$ cat config.mk
export PLATFORM = sky130hd
export DESIGN_NAME = syn_div_pair
export DESIGN_NICKNAME = d
export VERILOG_FILES = /design/src/rtl/syn_div_pkg.sv /design/src/rtl/syn_div_count.sv /design/src/rtl/syn_div_refshape.sv /design/src/rtl/syn_div_refout.sv /design/src/rtl/syn_div_pair.sv
export SDC_FILE = /design/constraint.sdc
export NUM_CORES = 1
export LEC_CHECK = 0
export ABC_AREA = 1
export CAP_MARGIN = 30
export CORE_ASPECT_RATIO = 0.9
export CORE_MARGIN = 3
export CORE_UTILIZATION = 35
export DETAILED_ROUTE_END_ITERATION = 16
export DONT_BUFFER_PORTS = 1
export MAX_ROUTING_LAYER = met4
export PLACE_DENSITY = 0.52
export SLEW_MARGIN = 5
export SYNTH_ARGS = -nofsm -noshare
export SYNTH_HDL_FRONTEND = slang
export SYNTH_HIERARCHICAL = 1
export SYNTH_SLANG_ARGS = --single-unit
$ cat constraint.sdc
create_clock -name clk -period 2.9 [get_ports clk]
set_input_delay 0.145 -clock clk [delete_from_list [all_inputs] [get_ports clk]]
set_output_delay 0.145 -clock clk [all_outputs]
set_load 0.01 [all_outputs]
$ cat src/rtl/syn_div_pkg.sv
package syn_div_pkg;
   // Reference output select codes (bits 4:2 of the configuration word)
   typedef enum logic [2:0] {
      REF_OFF     = 3'b000,
      REF_D1      = 3'b001,
      REF_D2      = 3'b010,
      REF_D4      = 3'b011,
      REF_D8      = 3'b100,
      REF_D16     = 3'b101,
      REF_D8_ALT  = 3'b110,
      REF_D16_ALT = 3'b111
   } ref_sel_e;

   localparam int CFG_W       = 5;
   localparam int CFG_FR_EN   = 0;
   localparam int CFG_FV_EN   = 1;
   localparam int CFG_SEL_LSB = 2;
   localparam ref_sel_e REF_RESET = REF_D8;
endpackage

$ cat src/rtl/syn_div_count.sv
// Down-counter: loads on a jam and reloads itself on terminal count.
module syn_div_count #(
   parameter int W       = 16,
   parameter int RST_VAL = 40
) (
   input  logic         clk,
   input  logic         rst_n,
   input  logic         tick,
   input  logic         load,
   input  logic [W-1:0] load_val,
   input  logic [W-1:0] mod_val,
   output logic         term
);
   localparam logic [W-1:0] ONE = W'(1);
   localparam logic [W-1:0] RST = W'(RST_VAL);

   logic [W-1:0] cnt;

   always_ff @(posedge clk or negedge rst_n) begin
      if (!rst_n)
         cnt <= RST;
      else if (load)
         cnt <= load_val;
      else if (tick) begin
         if (cnt <= ONE)
            cnt <= mod_val;
         else
            cnt <= cnt - ONE;
      end
   end

   // Terminal count: the tick that consumes the last count. A jam suppresses it.
   assign term = tick && !load && (cnt <= ONE);
endmodule

$ cat src/rtl/syn_div_refshape.sv
// Shapes the reference pulse: TICKS intervals wide, or a tick copy in bypass.
module syn_div_refshape #(
   parameter int TICKS = 4
) (
   input  logic clk,
   input  logic rst_n,
   input  logic clr,
   input  logic tick,
   input  logic term,
   input  logic bypass,
   output logic pulse
);
   localparam int LW = $clog2(TICKS + 1);
   localparam logic [LW-1:0] L_ONE  = LW'(1);
   localparam logic [LW-1:0] L_FULL = LW'(TICKS);

   logic [LW-1:0] left;
   logic          q;

   always_ff @(posedge clk or negedge rst_n) begin
      if (!rst_n) begin
         q    <= 1'b0;
         left <= '0;
      end else if (clr) begin
         q    <= 1'b0;
         left <= '0;
      end else if (bypass) begin
         q    <= tick;
         left <= '0;
      end else if (term) begin
         q    <= 1'b1;
         left <= L_FULL;
      end else if (tick && q) begin
         if (left <= L_ONE) begin
            q    <= 1'b0;
            left <= '0;
         end else begin
            left <= left - L_ONE;
         end
      end
   end

   assign pulse = q;
endmodule

$ cat src/rtl/syn_div_refout.sv
// Reference output: a power-of-two prescaler on reference ticks, tap chosen by code.
module syn_div_refout
   import syn_div_pkg::*;
#(
   parameter int PRE_W = 4
) (
   input  logic       clk,
   input  logic       rst_n,
   input  logic       tick,
   input  logic [2:0] sel,
   output logic       out
);
   if (PRE_W < 4) begin : g_chk_pre
      $error("syn_div_refout: PRE_W must be at least 4");
   end

   logic [PRE_W-1:0] pre;
   logic             tick_q;
   logic [PRE_W:0]   tap;

   always_ff @(posedge clk or negedge rst_n) begin
      if (!rst_n) begin
         pre    <= '0;
         tick_q <= 1'b0;
      end else begin
         tick_q <= tick;
         if (tick) pre <= pre + PRE_W'(1);
      end
   end

   assign tap[0] = tick_q;
   for (genvar k = 1; k <= PRE_W; k++) begin : g_tap
      assign tap[k] = pre[k-1];
   end

   always_comb begin
      case (ref_sel_e'(sel))
         REF_OFF:                 out = 1'b0;
         REF_D1:                  out = tap[0];
         REF_D2:                  out = tap[1];
         REF_D4:                  out = tap[2];
         REF_D8, REF_D8_ALT:      out = tap[3];
         default:                 out = tap[4];
      endcase
   end
endmodule

$ cat src/rtl/syn_div_pair.sv
module syn_div_pair
   import syn_div_pkg::*;
#(
   parameter int R_W      = 15,
   parameter int N_W      = 16,
   parameter int R_MIN    = 5,
   parameter int N_MIN    = 40,
   parameter int FR_TICKS = 4,
   parameter int PRE_W    = 4
) (
   input  logic             clk,
   input  logic             rst_n,
   input  logic             ref_tick,
   input  logic             vco_tick,
   input  logic             r_wr,
   input  logic [R_W-1:0]   r_val,
   input  logic             n_wr,
   input  logic [N_W-1:0]   n_val,
   input  logic             cfg_wr,
   input  logic [4:0]       cfg_val,
   output logic             fr_pulse,
   output logic             fv_pulse,
   output logic             fr_pin,
   output logic             fv_pin,
   output logic             pd_init,
   output logic             ref_out,
   output logic             bad_value
);
   if (R_MIN < 2 || R_MIN > (2 ** R_W) - 1) begin : g_chk_rmin
      $error("syn_div_pair: R_MIN out of range for R_W");
   end
   if (N_MIN < 2 || N_MIN > (2 ** N_W) - 1) begin : g_chk_nmin
      $error("syn_div_pair: N_MIN out of range for N_W");
   end
   if (FR_TICKS < 1 || FR_TICKS >= R_MIN) begin : g_chk_frw
      $error("syn_div_pair: FR_TICKS must leave a low gap at R_MIN");
   end

   localparam logic [R_W-1:0] R_ONE = R_W'(1);
   localparam logic [R_W-1:0] R_LO  = R_W'(R_MIN);
   localparam logic [N_W-1:0] N_LO  = N_W'(N_MIN);
   localparam logic [CFG_W-1:0] CFG_RST = {REF_RESET, 2'b00};

   logic [R_W-1:0]   r_reg, r_fix, r_load;
   logic [N_W-1:0]   n_reg, n_fix;
   logic [CFG_W-1:0] cfg_q;
   logic             r_bad, n_bad, bypass;
   logic             r_term, n_term, fv_q, init_q, err_q;

   // Clamp incoming ratios to the nearest legal value (ties go upward)
   always_comb begin
      r_bad = (r_val == '0) || (r_val > R_ONE && r_val < R_LO);
      if (r_val == '0)
         r_fix = R_ONE;
      else if (r_bad)
         r_fix = ((r_val - R_ONE) < (R_LO - r_val)) ? R_ONE : R_LO;
      else
         r_fix = r_val;
      n_bad = (n_val < N_LO);
      n_fix = n_bad ? N_LO : n_val;
   end

   // A same-cycle R write is seen by the jam load
   assign r_load = r_wr ? r_fix : r_reg;
   assign bypass = (r_reg == R_ONE);

   always_ff @(posedge clk or negedge rst_n) begin
      if (!rst_n) begin
         r_reg  <= R_LO;
         n_reg  <= N_LO;
         cfg_q  <= CFG_RST;
         err_q  <= 1'b0;
         init_q <= 1'b0;
      end else begin
         if (r_wr)   r_reg <= r_fix;
         if (n_wr)   n_reg <= n_fix;
         if (cfg_wr) cfg_q <= cfg_val;
         if ((r_wr && r_bad) || (n_wr && n_bad)) err_q <= 1'b1;
         init_q <= n_wr;
      end
   end

   syn_div_count #(.W(R_W), .RST_VAL(R_MIN)) u_rcnt (
      .clk      (clk),
      .rst_n    (rst_n),
      .tick     (ref_tick),
      .load     (n_wr),
      .load_val (r_load),
      .mod_val  (r_reg),
      .term     (r_term)
   );

   syn_div_count #(.W(N_W), .RST_VAL(N_MIN)) u_ncnt (
      .clk      (clk),
      .rst_n    (rst_n),
      .tick     (vco_tick),
      .load     (n_wr),
      .load_val (n_fix),
      .mod_val  (n_reg),
      .term     (n_term)
   );

   syn_div_refshape #(.TICKS(FR_TICKS)) u_rshape (
      .clk    (clk),
      .rst_n  (rst_n),
      .clr    (n_wr),
      .tick   (ref_tick),
      .term   (r_term),
      .bypass (bypass),
      .pulse  (fr_pulse)
   );

   // Feedback pulse: one VCO tick interval wide
   always_ff @(posedge clk or negedge rst_n) begin
      if (!rst_n)
         fv_q <= 1'b0;
      else if (n_wr)
         fv_q <= 1'b0;
      else if (n_term)
         fv_q <= 1'b1;
      else if (vco_tick)
         fv_q <= 1'b0;
   end

   syn_div_refout #(.PRE_W(PRE_W)) u_refout (
      .clk   (clk),
      .rst_n (rst_n),
      .tick  (ref_tick),
      .sel   (cfg_q[CFG_SEL_LSB +: 3]),
      .out   (ref_out)
   );

   assign fv_pulse  = fv_q;
   assign fr_pin    = fr_pulse & cfg_q[CFG_FR_EN];
   assign fv_pin    = fv_q & cfg_q[CFG_FV_EN];
   assign pd_init   = init_q;
   assign bad_value = err_q;
endmodule

==> results of run 1 <==
==> cell usage in the layout, fill, tap and decap left out, drive strengths merged <==
cell type    count
a21o             2
a21oi            8
a22oi           31
buf              8
clkbuf           9
clkinv           1
clkinvlp         1
dfrtp           70
dfstp            9
dlygate4sd3     30
ha              27
inv            121
mux2             5
nand2          294
nand3           75
nand3b           9
nand4            8
nor2           106
nor3             7
nor4             4
o21ai           34
or2              1
xnor2            4
xor2            27
==> worst max-delay path: cells and delay by family <==
kind	cells	cell delay, ns
and+or+nand+nor	11	1.00
adders and majority gates	2	0.55
AOI/OAI and AO/OA	4	0.54
buffers and inverters	1	0.19
==> logic make-up (layout without fill, tap and decap cells) <==
logic type | Yosys count | count (layout) | share of synthesized area (%)
and+or+nand+nor | 504 | 504 | 38.4
adders and majority gates | 27 | 27 | 5.60
DFF | 79 | 79 | 32.9
muxes | 5 | 5 | 0.933
AOI/OAI and AO/OA | 75 | 75 | 7.65
xor gates and xnor gates | 31 | 31 | 4.50
buffers and inverters | 146 | 170 | 9.97
==> cells in the mapped netlist <==
| cell | number | area, sq um |
|---|---|---|
| ha_1 | 27 | 338 |
| xnor2_1 | 4 | 35.0 |
| nor4_2 | 1 | 12.5 |
| nand2_4 | 5 | 56.3 |
| nor3_2 | 2 | 20.0 |
| a21oi_1 | 8 | 40.0 |
| a22oi_1 | 31 | 233 |
| nand3_1 | 69 | 345 |
| clkbuf_1 | 15 | 56.3 |
| a21o_1 | 2 | 15.0 |
| nor4_1 | 3 | 18.8 |
| nor2_8 | 1 | 20.0 |
| buf_12 | 1 | 20.0 |
| nand2_1 | 267 | 1000 |
| nor2_2 | 20 | 125 |
| inv_1 | 108 | 405 |
| dfstp_2 | 9 | 236 |
| nand2_2 | 22 | 138 |
| dfrtp_1 | 70 | 1750 |
| o21ai_2 | 1 | 8.76 |
| inv_2 | 8 | 30.0 |
| nor2_1 | 78 | 293 |
| nor2_4 | 7 | 78.8 |
| nor3_1 | 5 | 25.0 |
| xor2_1 | 27 | 236 |
| o21ai_0 | 25 | 125 |
| mux2_2 | 5 | 56.3 |
| clkbuf_8 | 1 | 13.8 |
| nand3b_1 | 9 | 67.6 |
| buf_2 | 10 | 50.1 |
| nand3_2 | 6 | 60.1 |
| buf_6 | 1 | 11.3 |
| or2_0 | 1 | 6.26 |
| buf_4 | 2 | 15.0 |
| nand4_1 | 8 | 50.1 |
| o21ai_1 | 8 | 40.0 |
==> per-layer routing <==
layer | GRT usage, % | share of wire (%) | vias up | wire, microns
li1 | - | - | 2766 | -
met1 | 26.1 | 53 | 2498 | 8380
met2 | 26.4 | 43 | 95 | 6790
met3 | 3.93 | 4.2 | 9 | 677
met4 | 3.89 | 0.68 | 0 | 109
met5 | - | 0 | - | 0
==> stage by stage <==
stage	setup slack [ns]	cells	hold slack (ns)	total power [mW]
final	0.737	1098	0.0125	3.49
after global routing	0.521	1098	0.0109	3.76
after CTS	0.746	1098	0.00628	3.54
after detailed placement	0.372	1050	-0.149	2.28
after global placement	0.418	1050	-0.149	2.28
after floorplan	0.668	867	-0.151	2.11
==> power by group through the flow <==
| stage | Combinational, mW | Sequential, mW | Clock [mW] |
|---|---|---|---|
| CTS | 0.917 | 1.43 | 1.19 |
| global placement | 0.822 | 1.45 | 0 |
| finish | 0.910 | 1.43 | 1.15 |
| floorplan | 0.706 | 1.41 | 0 |
| global route | 1.06 | 1.46 | 1.24 |
| detailed placement | 0.826 | 1.45 | 0 |
==> path summary, 6_finish.rpt <==
check	start	endpoint	slack, ns	depth (start not counted)
setup reg to reg	u_ncnt/cnt[0]	u_ncnt/cnt[14]	0.84	8
max in group asynchronous	rst_n	n_reg[5]	2.18	2
min in group asynchronous	rst_n	u_refout/pre[2]	0.36	2
setup / recovery	r_val[1]	u_rcnt/cnt[2]	0.74	18
hold reg to reg	n_reg[5]	n_reg[5]	0.47	2
hold / removal	r_wr	r_reg[14]	0.01	1
==> cell type report <==
cell class,instances,share of cell area (%)
multi-input combinational,642,50.5
sequential,79,29.1
inverter,116,6.38
timing repair buffer,38,5.87
tap,207,3.79
clock buffer,9,3.30
clock inverter,7,1.06
==> results.cfg, run 1 <==
[worst_setup_path]
worst_path_largest_cell_delay_ns = 0.32
path_max_fanout = 8
critical_path_class = in2reg
critical_path_arrival_ns = 2.44
path_common_cell = nand2_1
slowest_stage = ha_1
cp-end-kind = flip-flop
cp.required_ns = 3.18
crit_path_start_kind = input port
path_cells = inv_1 -> ha_1 -> nand2_1 -> nor2_2 -> nand3_1 -> o21ai_0 -> o21ai_1 -> ha_1 -> nand2_1 -> nor2_1 -> nand2_1 -> nand3_1 -> a21oi_1 -> nand2_1 -> nand2_1 -> nand2_1 -> a22oi_1 -> nand2_1

[drt]
drtAntennaViolNets = 0
routed_via_density = 4.89
dr.first_iter.drc_count = 326
drt-total-wl_mm = 16.0
drcViolationCount = 0
dr.pass1.iters = 5
vias = 5368
routedWlPerCell_microns = 14.5

[flow_run]
drv_cap = 0

[pwr]
p_leak_nw = 3.46
pwr-share-seq_pct = 41.0
pwr-share-comb_pct = 26.0
powerDensity_mw_per_mm2 = 512
p_sw_mw = 1.26
netSwitchingFraction_pct = 36.0
ir_worst_vdd_uv = 278
clockPowerShare_pct = 32.9
p_int_mw = 2.24

[floorplanning]
die_area_sq_mm = 0.0189
io_pins = 50
chipHeight_microns = 131
core_sq_mm = 0.0165
die_x_microns = 144
initial_utilization_pct = 36.5
row_count = 44

[layout]
multi_input_area_sq_mm = 0.00345
final_nets = 956
regArea_sq_mm = 0.00199
diodes = 0
final_cell_area_sq_mm = 0.00683
drive_gt1_share_pct = 12.5
nFillCells = 1729
final_util_pct = 41.3
area_growth_pct = 13.1

[timing]
timing.final.hold_violations = 0
rsz0062_at_grt = no
period_minus_slack_ns = 2.16
clock_skew_ns = 0.0137
setup_tns_ns = 0
setup_viol = 0
fin_crit_sh_pct = 74.6
tightestPinTransition_ns = 0.755
drv_slew = 0
timing.fmax_ghz = 0.462
relSlewSlack_pct = 49.5

[cts]
cts_buffer_depth = 2
htreeDepth = 3
clk_pin_slew_worst_paths_ns = 0.06
cts-buffers-inserted = 9
clock_latency_ns = 0.36
cts_resized = 0
cts.sinks = 79
tritoncts = built
root_buffer = clkbuf_16
postCtsHoldBufs = 32
postCtsSetupBuffers = 0

[logic_synthesis]
yosysWarnings = 6
synth_nets = 937
syn_inst = 867
ys_seq_area_share_pct = 32.9
syn_area_sq_mm = 0.00604
synth_cell_types = 36
avgSynthCellArea_sq_um = 6.96
ys_seq_elements = 79

[place]
dpl-instance-area_sq_mm = 0.00617
io_buffers = 0
gp_congestion = 0.843
dpl.hpwl_mm = 11.2

[global_routing]
grt_pass1_wl_mm = 26.4
grt_max_degree = 80
grt_pass1_vias = 5104
grt_usage_pct = 18.2
antenna_found_initial = 0
globalRoute.totalOverflow = 0

[status]
status = finished clean

[worst_hold_path]
hold_class = in2reg
No activity file was read; power rests on OpenSTA's default activity.
==> inputs of run 2 (changes only) <==
--- a/config.mk
+++ b/config.mk
@@ -13,7 +13,7 @@
 export DETAILED_ROUTE_END_ITERATION = 16
 export DONT_BUFFER_PORTS = 1
 export MAX_ROUTING_LAYER = met4
-export PLACE_DENSITY = 0.52
+export PLACE_DENSITY = 0.54
 export SLEW_MARGIN = 5
 export SYNTH_ARGS = -nofsm -noshare
 export SYNTH_HDL_FRONTEND = slang
==> constraint.sdc (replaced) <==
create_clock -name clk -period 1.8 [get_ports clk]
set_input_delay 0.09 -clock clk [delete_from_list [all_inputs] [get_ports clk]]
set_output_delay 0.09 -clock clk [all_outputs]
set_load 0.01 [all_outputs]
==> run 2 against run 1 <==
  * The flow now finishes with violations (hold timing)
  * Setup slack got worse by 0.69 ns
  * Sequential share of layout area fell by 2.1 points
  * Via count rose by 3.7%
  * Non-clock buffer count rose by 52
  * Final cell count rose by 4.8%
  * Routed wire length rose by 1.2%
  * Combinational power rose by 74%
  * Power rose by 67%
  * Largest power group unchanged
  * Highest routed layer unchanged
==> results.cfg, run 2 (same netlist as run 1, synthesis figures left out) <==
[floorplanning]
initial_utilization_pct = 36.5
chipHeight_microns = 131
row_count = 44
die_x_microns = 144
io_pins = 50
die_area_sq_mm = 0.0189
core_sq_mm = 0.0165

[layout]
final_cell_count_no_fill = 1151
final_util_pct = 44.6
final_cell_mix = nand2_1, inv_1, nor2_1
drive_gt1_share_pct = 19.1
nFillCells = 1697
final_common_cell = nand2_1
area_growth_pct = 21.9
final_nets = 1008

[worst_setup_path]
crit_path_start_kind = flip-flop
slowest_stage = dfstp_2
worst_path_largest_cell_delay_ns = 0.58
r2r_start = u_rcnt/cnt[0]
cp-end-kind = flip-flop
critical_path_arrival_ns = 2.05
critical_path_class = reg2reg
path_max_fanout = 6
cp.required_ns = 2.09
path_delay_family = simple AND/OR/NAND/NOR gates
path_buf_inv = 2
critPathLaunch = u_rcnt/cnt[0]
path_cells = ha_4 -> nand2_4 -> inv_2 -> nand2_2 -> nand2_4 -> nand2_4 -> nor3_4 -> nor2_2 -> nand3_2 -> inv_2 -> nor2_2 -> nand3_1 -> nand2_1
path_common_cell = nand2_4

[drt]
drtAntennaViolNets = 0
drt-total-wl_mm = 16.2
drcViolationCount = 0
routed_via_density = 4.84
dr.first_iter.drc_count = 307
routedWlPerCell_microns = 14.0
vias = 5569
dr.pass1.iters = 5

[pwr]
p_leak_nw = 3.74
powerDensity_mw_per_mm2 = 791
ir_worst_vdd_uv = 469
power.total_mw = 5.82

[timing]
period_minus_slack_ns = 1.75
tightestPinTransition_ns = 0.575
timing.fmax_ghz = 0.570
clock_skew_ns = 0.0131
setup_viol = 0
holdWs_ns = -0.574
relSlewSlack_pct = 61.6
fin_crit_sh_pct = 97.5
rsz0062_at_grt = yes
drv_slew = 0
timing.final.hold_violations = 79

[status]
status = finished, violations left
failed_checks = hold timing

[worst_hold_path]
hold_class = in2async

[cts]
clk_pin_slew_worst_paths_ns = 0.07
cts_buffer_depth = 2
cts-buffers-inserted = 9
tritoncts = built
htreeDepth = 3
cts.sinks = 79
clock_latency_ns = 0.35
root_buffer = clkbuf_16
postCtsHoldBufs = 34

[place]
dp.cells = 1094
gp_congestion = 0.870
io_buffers = 0
dpl.hpwl_mm = 11.6

[global_routing]
grt_max_degree = 80
antenna_found_initial = 1
globalRoute.totalOverflow = 0
grt_usage_pct = 18.3
grt_pass1_wl_mm = 26.7
grt_pass1_vias = 5360

[flow_run]
drv_cap = 0
-- run 2: worst reg2reg max path, cell delays in order, from the launching register on --
cell and delay, ns:
dfstp_2 0.58, ha_4 0.15, nand2_4 0.06, inv_2 0.05, nand2_2 0.05, nand2_4 0.12, nand2_4 0.07, nor3_4 0.15
nor2_2 0.07, nand3_2 0.10, inv_2 0.07, nor2_2 0.10, nand3_1 0.09, nand2_1 0.06
-- run 2: area by class of cell --
type | count | area [sq um] | share of cell area (%)
multi-input combinational | 642 | 3560 | 48.4
sequential | 79 | 1990 | 27.0
timing repair buffer | 90 | 796 | 10.8
inverter | 116 | 439 | 5.97
tap | 207 | 259 | 3.52
clock buffer | 9 | 225 | 3.06
clock inverter | 7 | 87.6 | 1.19
antenna | 1 | 2.50 | 0.0340
-- run 2: worst paths after layout --
check                                   end  slack (ns)  cells past startpoint
max                        u_rshape/left[2]        0.05                     13
min                               r_reg[12]       -0.57                      0
max reg2reg                u_rshape/left[2]        0.05                     13
min reg2reg                 u_refout/pre[3]        0.47                      1
max in group asynchronous     u_rcnt/cnt[0]        2.13                      0
min in group clk           u_rshape/left[1]        0.01                      3
-- run 2: stage by stage --
stage               setup TNS [ns]  setup WS [ns]  hold WS (ns)  cell area (sq um)
floorplan                   -0.198         -0.198        -0.206               6080
global placement            -0.500         -0.299        -0.204               6570
detailed placement          -0.699         -0.388        -0.204               6570
CTS                              0        0.00702        -0.588               7240
global route                -0.304         -0.137        -0.599               7360
finish                           0         0.0458        -0.574               7360
-- run 2: per-layer routing --
| layer | part of all wire, % | track usage (%) |
|---|---|---|
| met4 | 1.1 | 4.55 |
| met2 | 42 | 27.1 |
| met5 | 0 | - |
| met1 | 51 | 25.9 |
| met3 | 5.2 | 3.38 |
-- run 2: report_power, final --
part	switching (mW)	internal, mW
combinational	0.903	0.681
clock	0.832	1.10
sequential	0.268	2.04
total	2.00	3.82
-- run 2: repair_timing --
action                                  in CTS  in global routing
setup buffers                                1                  5
endpoints found under the setup margin       3                 12
resized for setup                            1                 21
pin swaps                                    1                  8
endpoints found under the hold margin      146                 79
